[config.mk]
export PLATFORM = sky130hd
export DESIGN_NAME = lpm_sequencer
export DESIGN_NICKNAME = d
export VERILOG_FILES = /design/src/rtl/lpm_pkg.sv /design/src/rtl/lpm_wake_detect.sv /design/src/rtl/lpm_fsm.sv /design/src/rtl/lpm_clk_decode.sv /design/src/rtl/lpm_src_hold.sv /design/src/rtl/lpm_sequencer.sv
export SDC_FILE = /design/constraint.sdc
export NUM_CORES = 1
export LEC_CHECK = 0
export BUFFER_PORTS_ARGS = -buffer_cell sky130_fd_sc_hd__buf_4
export CAP_MARGIN = 20
export CORE_AREA = 2 2 39 41
export CTS_BUF_LIST = sky130_fd_sc_hd__clkbuf_8
export DETAILED_ROUTE_END_ITERATION = 7
export DIE_AREA = 0 0 41 43
export PLACE_DENSITY = 0.58
export SYNTH_ARGS = -nofsm -noshare
export SYNTH_HDL_FRONTEND = slang
export SYNTH_SLANG_ARGS = --single-unit
export TNS_END_PERCENT = 1
[constraint.sdc]
create_clock -name clk -period 1.59 [get_ports clk]
set_clock_uncertainty 0.1 [all_clocks]
set_input_delay 0.0795 -clock clk [delete_from_list [all_inputs] [get_ports clk]]
set_output_delay 0.0795 -clock clk [all_outputs]
set_load 0.02 [all_outputs]
[src/rtl/lpm_pkg.sv]
package lpm_pkg;
  typedef enum logic [1:0] {
    ST_RUN   = 2'd0,
    ST_WDCLR = 2'd1,
    ST_SLEEP = 2'd2,
    ST_IDLE  = 2'd3
  } lpm_state_e;
endpackage

[src/rtl/lpm_wake_detect.sv]
module lpm_wake_detect #(
  parameter int N_IRQ = 4
) (
  input  logic [N_IRQ-1:0] irq_req,
  input  logic [N_IRQ-1:0] irq_en,
  input  logic             wdt_timeout,
  output logic             wake
);
  logic [N_IRQ-1:0] live;

  for (genvar i = 0; i < N_IRQ; i++) begin : g_mask
    assign live[i] = irq_req[i] & irq_en[i];
  end

  assign wake = (|live) | wdt_timeout;
endmodule

[src/rtl/lpm_fsm.sv]
module lpm_fsm
  import lpm_pkg::*;
#(
  parameter int               MODE_W     = 2,
  parameter logic [MODE_W-1:0] CODE_SLEEP = '0,
  parameter logic [MODE_W-1:0] CODE_IDLE  = 1
) (
  input  logic              clk,
  input  logic              rst_n,
  input  logic              save_req,
  input  logic [MODE_W-1:0] save_mode,
  input  logic              wdt_enable,
  input  logic              wake,
  output lpm_state_e        state_q
);
  lpm_state_e state_d;

  always_comb begin
    state_d = state_q;
    unique case (state_q)
      ST_RUN: begin
        if (save_req && save_mode == CODE_SLEEP)
          state_d = wdt_enable ? ST_WDCLR : ST_SLEEP;
        else if (save_req && save_mode == CODE_IDLE)
          state_d = ST_IDLE;
      end
      ST_WDCLR: state_d = ST_SLEEP;
      ST_SLEEP, ST_IDLE: if (wake) state_d = ST_RUN;
      default: state_d = ST_RUN;
    endcase
  end

  always_ff @(posedge clk or negedge rst_n) begin
    if (!rst_n) state_q <= ST_RUN;
    else        state_q <= state_d;
  end

  p_idle_entry_r5: assert property (@(posedge clk) disable iff (!rst_n)
    (state_q == ST_RUN && save_req && save_mode == CODE_IDLE) |=> state_q == ST_IDLE);
  p_wake_to_run_r6: assert property (@(posedge clk) disable iff (!rst_n)
    ((state_q == ST_SLEEP || state_q == ST_IDLE) && wake) |=> state_q == ST_RUN);
  p_sleep_holds_r8: assert property (@(posedge clk) disable iff (!rst_n)
    (state_q == ST_SLEEP && !wake) |=> state_q == ST_SLEEP);
  p_clr_then_sleep_r10: assert property (@(posedge clk) disable iff (!rst_n)
    (state_q == ST_WDCLR) |=> state_q == ST_SLEEP);
endmodule

[src/rtl/lpm_clk_decode.sv]
module lpm_clk_decode
  import lpm_pkg::*;
#(
  parameter int N_PERIPH = 4
) (
  input  lpm_state_e          state,
  input  logic                wdt_enable,
  input  logic [N_PERIPH-1:0] periph_ext,
  output logic                cpu_clk_en,
  output logic [N_PERIPH-1:0] periph_clk_en,
  output logic                wdt_clk_en,
  output logic                osc_en,
  output logic                clk_mon_en,
  output logic                wdt_clr
);
  logic in_sleep;

  assign in_sleep   = (state == ST_SLEEP);
  assign cpu_clk_en = (state == ST_RUN) || (state == ST_WDCLR);
  assign osc_en     = !in_sleep;
  assign clk_mon_en = !in_sleep;
  assign wdt_clk_en = in_sleep ? wdt_enable : 1'b1;
  assign wdt_clr    = (state == ST_WDCLR);

  for (genvar i = 0; i < N_PERIPH; i++) begin : g_per
    assign periph_clk_en[i] = !in_sleep || periph_ext[i];
  end
endmodule

[src/rtl/lpm_src_hold.sv]
module lpm_src_hold #(
  parameter int               SRC_W     = 3,
  parameter logic [SRC_W-1:0] RESET_SRC = '0
) (
  input  logic             clk,
  input  logic             rst_n,
  input  logic             run,
  input  logic [SRC_W-1:0] sel,
  output logic [SRC_W-1:0] src_q
);
  always_ff @(posedge clk or negedge rst_n) begin
    if (!rst_n)   src_q <= RESET_SRC;
    else if (run) src_q <= sel;
  end

  p_src_frozen_r7: assert property (@(posedge clk) disable iff (!rst_n)
    !run |=> $stable(src_q));
endmodule

[src/rtl/lpm_sequencer.sv]
module lpm_sequencer
  import lpm_pkg::*;
#(
  parameter int MODE_W   = 2,
  parameter int N_IRQ    = 4,
  parameter int N_PERIPH = 4,
  parameter int SRC_W    = 3
) (
  input  logic                clk,
  input  logic                rst_n,
  input  logic                save_req,
  input  logic [MODE_W-1:0]   save_mode,
  input  logic [N_IRQ-1:0]    irq_req,
  input  logic [N_IRQ-1:0]    irq_en,
  input  logic                wdt_enable,
  input  logic                wdt_timeout,
  input  logic [SRC_W-1:0]    clk_src_sel,
  input  logic [N_PERIPH-1:0] periph_ext,
  output logic                cpu_clk_en,
  output logic [N_PERIPH-1:0] periph_clk_en,
  output logic                wdt_clk_en,
  output logic                osc_en,
  output logic                clk_mon_en,
  output logic                wdt_clr,
  output logic [SRC_W-1:0]    clk_src_out
);
  localparam logic [MODE_W-1:0] CODE_SLEEP = '0;
  localparam logic [MODE_W-1:0] CODE_IDLE  = MODE_W'(1);

  lpm_state_e state;
  logic       wake;

  lpm_wake_detect #(.N_IRQ(N_IRQ)) u_wake (
    .irq_req(irq_req), .irq_en(irq_en), .wdt_timeout(wdt_timeout), .wake(wake)
  );

  lpm_fsm #(.MODE_W(MODE_W), .CODE_SLEEP(CODE_SLEEP), .CODE_IDLE(CODE_IDLE)) u_fsm (
    .clk(clk), .rst_n(rst_n), .save_req(save_req), .save_mode(save_mode),
    .wdt_enable(wdt_enable), .wake(wake), .state_q(state)
  );

  lpm_clk_decode #(.N_PERIPH(N_PERIPH)) u_dec (
    .state(state), .wdt_enable(wdt_enable), .periph_ext(periph_ext),
    .cpu_clk_en(cpu_clk_en), .periph_clk_en(periph_clk_en), .wdt_clk_en(wdt_clk_en),
    .osc_en(osc_en), .clk_mon_en(clk_mon_en), .wdt_clr(wdt_clr)
  );

  lpm_src_hold #(.SRC_W(SRC_W), .RESET_SRC('0)) u_src (
    .clk(clk), .rst_n(rst_n), .run(state == ST_RUN), .sel(clk_src_sel), .src_q(clk_src_out)
  );

  p_clr_one_cycle_r10: assert property (@(posedge clk) disable iff (!rst_n)
    wdt_clr |=> !wdt_clr);
  p_sleep_entry_r2: assert property (@(posedge clk) disable iff (!rst_n)
    (wdt_clr) |=> !cpu_clk_en && !osc_en);
endmodule

==> flow_summary.yaml <==
power_and_ir_drop:
  ir_drop_mv: 0.5459
  powerDensity_nw_per_um2: 958.1
  p_leak_nw: 0.3061
  power_uw: 597.0
global_routing:
  overflow: 0
  grt_first_pass_wirelength_mm: 1.173
  grt_pass1_vias: 353
  antenna_found_initial: 0
  grt_max_degree: 10
  gr-usage-all-layers_pct: 10.00
yosys:
  synth_cells: 29
  yosysSeqAreaShare_pct: 45.05
  syn_avg_cell_area_um2: 9.578
  ys_ff_latch: 5
  synth_fp_nets: 51
  yosysUniqueCellTypes: 16
  synth_warnings: 0
  netlist_area_um2: 277.8
floorplanning:
  start_util_pct: 20.07
  die_h_um: 43
  coreArea_um2: 1384
  rows: 14
  dieArea_um2: 1763
  die_w_um: 41
  pin_count: 34
clock_tree:
  numCtsBuffers: 3
  htreeDepth: 1
  root_buffer: "clkbuf_8"
  post-cts-setup-buffer-count: 0
  cts_resized: 0
  path_clk_slew_ns: 0.03
  holdBufCountCts: 4
  clock_sinks: 5
  insertion_delay_ns: 0.22
  cts_buffer_depth: 2
  cts_tree: "done"
placed_design:
  detailedPlace.worstSlack_ns: 0.2618
  dp.cells: 77
  detailed_place_hpwl_um: 674.4
  gp_congestion: 0.6195
  portBuffers: 33
finish:
  register_area_um2: 125.1
  stdcell_count: 85
  nNetsFinal: 92
  fillers: 145
  multiInputGateArea_um2: 133.9
  diodes: 0
  final_common_cell: "buf_4"
  layout_common_cells: "buf_4 (33), or3_1 (5), dfrtp_1 (5), dlygate4sd3_1 (4)"
  synthToLayoutAreaGrowth_pct: 124.3
  drive_above_1_share_pct: 57.97
setup_path:
  cp-end-kind: "primary output"
  r2r_slack_ns: 0.28
  crit_type: "reg -> out"
  start_kind: "flip-flop"
  cp.required_ns: 1.41
  path_max_fanout: 7
  crit_arrival_ns: 1.21
detailed_routing:
  wl_met3_um: 144
  drt_iter0_markers: 3
  drt-met1-wl_um: 285
  vias: 378
  via_per_inst: 4.447
  drt_first_pass_iters: 4
  highest_layer: "met4"
  routed_wl_um: 825
  wl_per_cell_um: 9.706
  ant_nets: 0
  drc: 0
  dr_wl_met2_um: 383
sta:
  rsz0062_at_grt: "no"
  layout_setup_ws_ns: 0.1968
  min_period_over_period_pct: 87.62
  relSlewSlack_pct: 80.15
  worst_pin_slew_ns: 0.2966
  finalSetupViolCount: 0
  drv_slew: 0
  fmaxAchievable_ghz: 0.7178
  tns_ns: 0
  finalHoldViolations: 0
  whs_ns: 0.05073
  min_period_ns: 1.393
run:
  cap_violations: 0
run_status:
  run_status: "completed"
min_path:
  hp-class: "in -> reg"
synth_stat cells:
master    number  area share (%)
dfrtp_1        5              45
or3_1          5              11
mux2_2         3              12
nor2_1         3             4.1
inv_1          2             2.7
a21oi_1        1             1.8
a222oi_1       1             3.6
buf_4          1             2.7
inv_2          1             1.4
nand2_1        1             1.4
nand2b_1       1             2.3
nand4b_1       1             3.2
nor2b_1        1             2.3
o211ai_1       1             2.7
o21ai_0        1             1.8
o21ai_1        1             1.8
final timing paths:
kind / cells after the start / endpoint / from
worst max-delay path: 3 / periph_clk_en[3] / u_fsm.state_q[1]
worst min-delay path: 3 / u_fsm.state_q[0] / wdt_enable
worst max register to register: 2 / u_src.src_q[1] / u_fsm.state_q[0]
worst min register to register: 1 / u_src.src_q[1] / u_src.src_q[1]
max in group asynchronous: 2 / u_fsm.state_q[1] / rst_n
min in group asynchronous: 2 / u_fsm.state_q[0] / rst_n
layout make-up:
type / count / share of cell area [%]
timing repair buffer: 37 / 46.18
inverter: 3 / 1.807
sequential: 5 / 20.08
clock inverter: 1 / 0.6024
multi-input combinational: 20 / 21.49
tap: 16 / 3.213
clock buffer: 3 / 6.627
power breakdown:
group / total (mW) / leakage, nW / switching [mW] / internal [mW]
sequential: 0.163 / 0.0613 / 0.0157 / 0.148
clock: 0.225 / 0.0269 / 0.0599 / 0.165
combinational: 0.208 / 0.218 / 0.0957 / 0.113
total: 0.597 / 0.306 / 0.171 / 0.426
flip-flops by register name, summed over array words and instances, names as in the netlist:
register / count
u_fsm.state_q: 2
u_src.src_q: 3
layer usage:
metal / global-route usage (%) / vias to the layer above
li1: - / 183
met1: 8.525 / 166
met2: 17.19 / 27
met3: 4.712 / 2
met4: 6.000 / 0
met5: 0 / -
per-stage QoR:
step / util (%) / cell area [um2]
6_report: 45.03 / 623.1
5_1_grt: 45.03 / 623.1
4_1_cts: 45.03 / 623.1
3_5_place_dp: 38.88 / 538.0
3_3_place_gp: 38.88 / 538.0
2_1_floorplan: - / 277.8
critical path: stages, from the launching register on:
cell	delay, ns
dfrtp_1	0.40
inv_2	0.08
or3_1	0.35
buf_4	0.16
cell families after synthesis:
logic type / count (synthesis) / share of synthesized area, %
DFF: 5 / 45.05
and+or+nand+nor: 12 / 24.33
AOI/OAI and AO/OA: 5 / 11.71
muxes: 3 / 12.16
buffers and inverters: 4 / 6.757
Note: power is estimated with default switching activity, not from simulation.
